**src/rtl/evc_pkg.sv**
```systemverilog
package evc_pkg;
  typedef enum logic [1:0] {
    SEL_MASK  = 2'd0,
    SEL_LATCH = 2'd1,
    SEL_INSRV = 2'd2,
    SEL_VECT  = 2'd3
  } evc_sel_e;

  // index of the lowest set bit among the first n bits, n when none is set
  function automatic int lowest_set(input logic [31:0] v, input int n);
    int r;
    r = n;
    for (int i = 31; i >= 0; i--) begin
      if (i < n && v[i]) r = i;
    end
    return r;
  endfunction
endpackage

```
**src/rtl/evc_req_latch.sv**
```systemverilog
module evc_req_latch #(
  parameter int NUM_EV  = 16,
  parameter int RSV_BIT = 4
) (
  input  logic              clk,
  input  logic              rst_n,
  input  logic [NUM_EV-1:0] req_i,
  input  logic [NUM_EV-1:0] clr_i,
  output logic [NUM_EV-1:0] latch_o,
  output logic [NUM_EV-1:0] edge_o
);
  localparam logic [NUM_EV-1:0] RSV_MASK = NUM_EV'(1) << RSV_BIT;

  logic [NUM_EV-1:0] prev_q;
  logic [NUM_EV-1:0] latch_q;

  assign edge_o  = req_i & ~prev_q & ~RSV_MASK;
  assign latch_o = latch_q;

  always_ff @(posedge clk or negedge rst_n) begin
    if (!rst_n) begin
      prev_q  <= '1;
      latch_q <= '0;
    end else begin
      prev_q  <= req_i;
      latch_q <= (latch_q & ~clr_i) | edge_o;
    end
  end

  a_r1_edge_latched: assert property (@(posedge clk) disable iff (!rst_n)
    (|edge_o) |=> ((latch_q & $past(edge_o)) == $past(edge_o)));

  a_r11_reserved_quiet: assert property (@(posedge clk) disable iff (!rst_n)
    !latch_q[RSV_BIT]);
endmodule

```
**src/rtl/evc_vec_table.sv**
```systemverilog
module evc_vec_table #(
  parameter int NUM_EV = 16,
  parameter int VEC_W  = 32,
  parameter int IDX_W  = $clog2(NUM_EV)
) (
  input  logic             clk,
  input  logic             rst_n,
  input  logic             wr_i,
  input  logic [IDX_W-1:0] wr_idx_i,
  input  logic [VEC_W-1:0] wr_data_i,
  input  logic [IDX_W-1:0] disp_idx_i,
  output logic [VEC_W-1:0] disp_vec_o,
  input  logic [IDX_W-1:0] rd_idx_i,
  output logic [VEC_W-1:0] rd_vec_o
);
  logic [VEC_W-1:0] tbl_q [NUM_EV];

  always_ff @(posedge clk or negedge rst_n) begin
    if (!rst_n) begin
      for (int i = 0; i < NUM_EV; i++) tbl_q[i] <= '0;
    end else if (wr_i) begin
      tbl_q[wr_idx_i] <= wr_data_i;
    end
  end

  assign disp_vec_o = tbl_q[disp_idx_i];
  assign rd_vec_o   = tbl_q[rd_idx_i];
endmodule

```
**src/rtl/evc_arbiter.sv**
```systemverilog
module evc_arbiter
  import evc_pkg::*;
#(
  parameter int NUM_EV  = 16,
  parameter int RSV_BIT = 4,
  parameter int IDX_W   = $clog2(NUM_EV)
) (
  input  logic [NUM_EV-1:0] latch_i,
  input  logic [NUM_EV-1:0] mask_i,
  input  logic [NUM_EV-1:0] insrv_i,
  output logic              valid_o,
  output logic [IDX_W:0]    sel_idx_o,
  output logic [IDX_W:0]    top_idx_o
);
  localparam logic [NUM_EV-1:0] RSV_MASK = NUM_EV'(1) << RSV_BIT;

  logic [NUM_EV-1:0] eligible;
  logic [NUM_EV-1:0] running;
  logic              gdis;

  assign eligible  = latch_i & mask_i & ~RSV_MASK;
  assign running   = insrv_i & ~RSV_MASK;
  assign gdis      = insrv_i[RSV_BIT];
  assign sel_idx_o = (IDX_W+1)'(lowest_set(32'(eligible), NUM_EV));
  assign top_idx_o = (IDX_W+1)'(lowest_set(32'(running), NUM_EV));
  assign valid_o   = (|eligible) && !gdis && (sel_idx_o < top_idx_o);
endmodule

```
**src/rtl/evc_core_event_ctrl.sv**
```systemverilog
module evc_core_event_ctrl
  import evc_pkg::*;
#(
  parameter int NUM_EV  = 16,
  parameter int VEC_W   = 32,
  parameter int RSV_BIT = 4,
  parameter int IDX_W   = $clog2(NUM_EV)
) (
  input  logic              clk,
  input  logic              rst_n,
  input  logic [NUM_EV-1:0] req_i,
  input  logic              reg_wr_i,
  input  logic [1:0]        reg_sel_i,
  input  logic [IDX_W-1:0]  reg_idx_i,
  input  logic [VEC_W-1:0]  reg_wdata_i,
  output logic [VEC_W-1:0]  reg_rdata_o,
  output logic              disp_valid_o,
  output logic [IDX_W-1:0]  disp_id_o,
  output logic [VEC_W-1:0]  disp_vec_o,
  input  logic              disp_ready_i,
  input  logic              ra_saved_i,
  input  logic              rti_i
);
  localparam logic [NUM_EV-1:0] RSV_MASK = NUM_EV'(1) << RSV_BIT;
  localparam logic [IDX_W:0]    NONE_IDX = (IDX_W+1)'(NUM_EV);

  evc_sel_e          sel;
  logic [NUM_EV-1:0] mask_q;
  logic [NUM_EV-1:0] insrv_q;
  logic [NUM_EV-1:0] latch_w;
  logic [NUM_EV-1:0] edge_w;
  logic [NUM_EV-1:0] latch_clr;
  logic [NUM_EV-1:0] entry_set;
  logic [NUM_EV-1:0] rti_clr;
  logic [IDX_W:0]    sel_idx;
  logic [IDX_W:0]    top_idx;
  logic [VEC_W-1:0]  rd_vec;
  logic              accept;
  logic              wr_latch;

  assign sel      = evc_sel_e'(reg_sel_i);
  assign accept   = disp_valid_o && disp_ready_i;
  assign wr_latch = reg_wr_i && (sel == SEL_LATCH);
  assign disp_id_o = sel_idx[IDX_W-1:0];

  assign entry_set = accept ? ((NUM_EV'(1) << sel_idx) | RSV_MASK) : '0;
  assign rti_clr   = (rti_i && top_idx != NONE_IDX) ? (NUM_EV'(1) << top_idx) : '0;
  assign latch_clr = (wr_latch ? reg_wdata_i[NUM_EV-1:0] : '0)
                   | (accept ? (NUM_EV'(1) << sel_idx) : '0);

  evc_req_latch #(.NUM_EV(NUM_EV), .RSV_BIT(RSV_BIT)) u_latch (
    .clk(clk), .rst_n(rst_n), .req_i(req_i), .clr_i(latch_clr),
    .latch_o(latch_w), .edge_o(edge_w)
  );

  evc_arbiter #(.NUM_EV(NUM_EV), .RSV_BIT(RSV_BIT), .IDX_W(IDX_W)) u_arb (
    .latch_i(latch_w), .mask_i(mask_q), .insrv_i(insrv_q),
    .valid_o(disp_valid_o), .sel_idx_o(sel_idx), .top_idx_o(top_idx)
  );

  evc_vec_table #(.NUM_EV(NUM_EV), .VEC_W(VEC_W), .IDX_W(IDX_W)) u_vt (
    .clk(clk), .rst_n(rst_n),
    .wr_i(reg_wr_i && sel == SEL_VECT), .wr_idx_i(reg_idx_i), .wr_data_i(reg_wdata_i),
    .disp_idx_i(disp_id_o), .disp_vec_o(disp_vec_o),
    .rd_idx_i(reg_idx_i), .rd_vec_o(rd_vec)
  );

  always_ff @(posedge clk or negedge rst_n) begin
    if (!rst_n) begin
      mask_q  <= '0;
      insrv_q <= '0;
    end else begin
      if (reg_wr_i && sel == SEL_MASK) mask_q <= reg_wdata_i[NUM_EV-1:0];
      insrv_q <= (insrv_q & ~rti_clr & ~(ra_saved_i ? RSV_MASK : '0)) | entry_set;
    end
  end

  always_comb begin
    case (sel)
      SEL_MASK:  reg_rdata_o = VEC_W'(mask_q);
      SEL_LATCH: reg_rdata_o = VEC_W'(latch_w);
      SEL_INSRV: reg_rdata_o = VEC_W'(insrv_q);
      default:   reg_rdata_o = rd_vec;
    endcase
  end

  a_r3_offer_eligible: assert property (@(posedge clk) disable iff (!rst_n)
    disp_valid_o |-> (latch_w[disp_id_o] && mask_q[disp_id_o]));

  a_r6_gdis_blocks: assert property (@(posedge clk) disable iff (!rst_n)
    insrv_q[RSV_BIT] |-> !disp_valid_o);

  a_r5_entry_marks: assert property (@(posedge clk) disable iff (!rst_n)
    accept |=> (insrv_q[$past(disp_id_o)] && insrv_q[RSV_BIT]));

  a_r7_ra_clears: assert property (@(posedge clk) disable iff (!rst_n)
    (ra_saved_i && !accept) |=> !insrv_q[RSV_BIT]);

  a_r8_strict_preempt: assert property (@(posedge clk) disable iff (!rst_n)
    disp_valid_o |-> (sel_idx < top_idx));

  a_r9_rti_unwinds: assert property (@(posedge clk) disable iff (!rst_n)
    (rti_i && !accept && top_idx != NONE_IDX) |=> !insrv_q[$past(top_idx[IDX_W-1:0])]);
endmodule

```
**config.mk**
```make
export PLATFORM = sky130hd
export DESIGN_NAME = evc_core_event_ctrl
export DESIGN_NICKNAME = d
export VERILOG_FILES = /design/src/rtl/evc_pkg.sv /design/src/rtl/evc_req_latch.sv /design/src/rtl/evc_vec_table.sv /design/src/rtl/evc_arbiter.sv /design/src/rtl/evc_core_event_ctrl.sv
export SDC_FILE = /design/constraint.sdc
export NUM_CORES = 1
export LEC_CHECK = 0
export BUFFER_PORTS_ARGS = -buffer_cell sky130_fd_sc_hd__buf_4
export CAP_MARGIN = 20
export CORE_MARGIN = 2
export CORE_UTILIZATION = 40
export DETAILED_ROUTE_END_ITERATION = 10
export GPL_ROUTABILITY_DRIVEN = 1
export PLACE_DENSITY = 0.6
export SYNTH_ARGS = -nofsm -noshare
export SYNTH_HDL_FRONTEND = slang
export SYNTH_HIERARCHICAL = 1
export SYNTH_SLANG_ARGS = --single-unit
export TNS_END_PERCENT = 1
```
**constraint.sdc**
```tcl
create_clock -name clk -period 7.5 [get_ports clk]
set_input_delay 2.25 -clock clk [delete_from_list [all_inputs] [get_ports clk]]
set_output_delay 2.25 -clock clk [all_outputs]
set_load 0.05 [all_outputs]
```
==> impl_metrics.json <==
{
  "status": "finished clean",
  "die_h_um": 279.0,
  "overflow": 0,
  "crit_type": "primary input to output port",
  "grtUsageMet3_pct": 3.665,
  "num_io_pins": 129,
  "die-area_um2": 77850,
  "cp-endpoint": "reg_rdata_o[19]",
  "startpoint_type": "primary input",
  "cts_hold_buf": 0,
  "place_congestion": 0.9030,
  "met1_usage_pct": 31.69,
  "finalHoldViolations": 0,
  "final_common_cell": "dfrtp_1",
  "grtUsageTotal_pct": 23.02,
  "syn_area_per_cell_um2": 14.98,
  "fin_tns_setup_ns": 0,
  "rsz0062_at_grt": "false",
  "fmax_mhz": 143.6,
  "hold_path.class": "flop to flop",
  "syn_to_final_growth_pct": 14.40,
  "tightest_slew_ns": 1.141,
  "cts_setup_buffers": 0,
  "drt-total-wl_mm": 88.60,
  "rr_worst_depth": 15,
  "clk_latency_ns": 0.60,
  "ir_drop_v": 0.0002033,
  "portBuffers": 127,
  "grt_max_degree": 159,
  "cts-buffers-inserted": 66,
  "start_util_pct": 40.50,
  "cts_buffer_depth": 3,
  "drc": 0,
  "ctsRootBufferMaster": "clkbuf_16",
  "numClockSinks": 575,
  "die-width_um": 279.0,
  "rows": 100,
  "final_nets": 2152,
  "synth_warnings": 6,
  "dp_hpwl_mm": 54.42,
  "r2r-start": "u_latch/latch_o[1]",
  "power_uw": 10940,
  "drv_cap": 0,
  "antenna_left": 0,
  "post_cts_resized": 0,
  "core_region_area_um2": 74700,
  "grt_use_met2_pct": 37.60,
  "period_needed_ns": 6.964,
  "vias": 19260,
  "p_leak_uw": 0.01526,
  "synthesis.area_um2": 30250,
  "maxSlewViolCount": 0,
  "crit_required_ns": 5.25,
  "routedWlPerCell_um": 28.54,
  "drive_gt1_share_pct": 53.77,
  "timing.reg2reg.setup_slack_ns": 3.32,
  "drt-initial-drc-count": 1650,
  "viasPerCell": 6.202,
  "clkTransAtPathRegs_ns": 0.06,
  "grt_pass1_vias": 20450,
  "first_pass_iters": 5,
  "syn_nets": 2084,
  "finalSetupViolCount": 0,
  "antenna_found_initial": 2,
  "finalCritPeriodShare_pct": 92.85,
  "slew_headroom_pct": 23.78,
  "powerDensity_nw_per_um2": 316.2,
  "cts_tree": "done",
  "worstSetupEndpointType": "output port",
  "startpoint": "reg_idx_i[0]",
  "clock_skew_ns": 0.007639,
  "arrival_ns": 4.71,
  "r2r_end": "u_latch/latch_o[14]",
  "gr-max-usage-layer": "met2",
  "netlist_instances": 2020,
  "final_cell_mix": "dfrtp_1, mux2_2, mux4_2",
  "critPathMaxFanout": 49,
  "grt_pass1_wl_mm": 133.4,
  "cts_max_level": 3
}
==> final cells by class <==
cell class	count	area, um^2
flip-flops and latches	575	14410
diodes	1	2.502
clock buffers	97	2014
clock inverters	18	177.7
inverters	24	90.09
fillers	6461	40090
well taps	969	1212
repair buffers	181	1598
multi-input cells	1240	15110
==> layer usage <==
layer  vias up  routed length (um)
met1     10480               38010
met3       153                5089
met5         -                  13
met2       657               43180
li1       7970                   -
met4         2                2318
==> power breakdown <==
part | internal (uW) | leakage (uW) | switching [uW]
sequential | 3550 | 0.00753 | 356
clock | 1960 | 0.00108 | 1310
combinational | 1670 | 0.00665 | 2090
==> how the worst min path moves through the flow <==
stage / startpoint / to / cells past startpoint
2_1_floorplan: u_latch/latch_o[4] / u_latch/latch_o[4] / 1
3_3_place_gp: u_vt/tbl_q[454] / u_vt/tbl_q[454] / 1
3_5_place_dp: mask_q[4] / mask_q[4] / 1
4_1_cts: mask_q[4] / mask_q[4] / 1
5_1_grt: u_vt/tbl_q[173] / u_vt/tbl_q[173] / 1
6_report: mask_q[4] / mask_q[4] / 1
==> worst max-delay path, stage by stage <==
cell and delay [ns]:
buf_8 0.47, buf_12 0.27, buf_4 0.29, mux4_2 0.53
a22oi_1 0.14, nand2_1 0.19, and3_1 0.29, buf_4 0.20
==> flip-flops by register name, summed over array words and instances, names as in the netlist <==
| name | flops |
|---|---|
| u_vt/tbl_q | 512 |
| insrv_q | 16 |
| u_latch/latch_o | 16 |
| mask_q | 16 |
| u_latch/prev_q | 15 |
==> through the flow <==
stage	area [um^2]	util [%]	hold WS, ns	cells	setup slack [ns]
global route	34610	46.33	0.5356	3104	0.3551
floorplan	30250	-	0.4594	2020	1.019
finish	34610	46.33	0.5077	3105	0.5363
CTS	34580	46.29	0.5124	3103	0.4801
global placement	32390	43.36	0.4900	2988	0.4807
detailed placement	32390	43.36	0.4924	2988	0.4845
No activity file was read; power rests on OpenSTA's default activity.
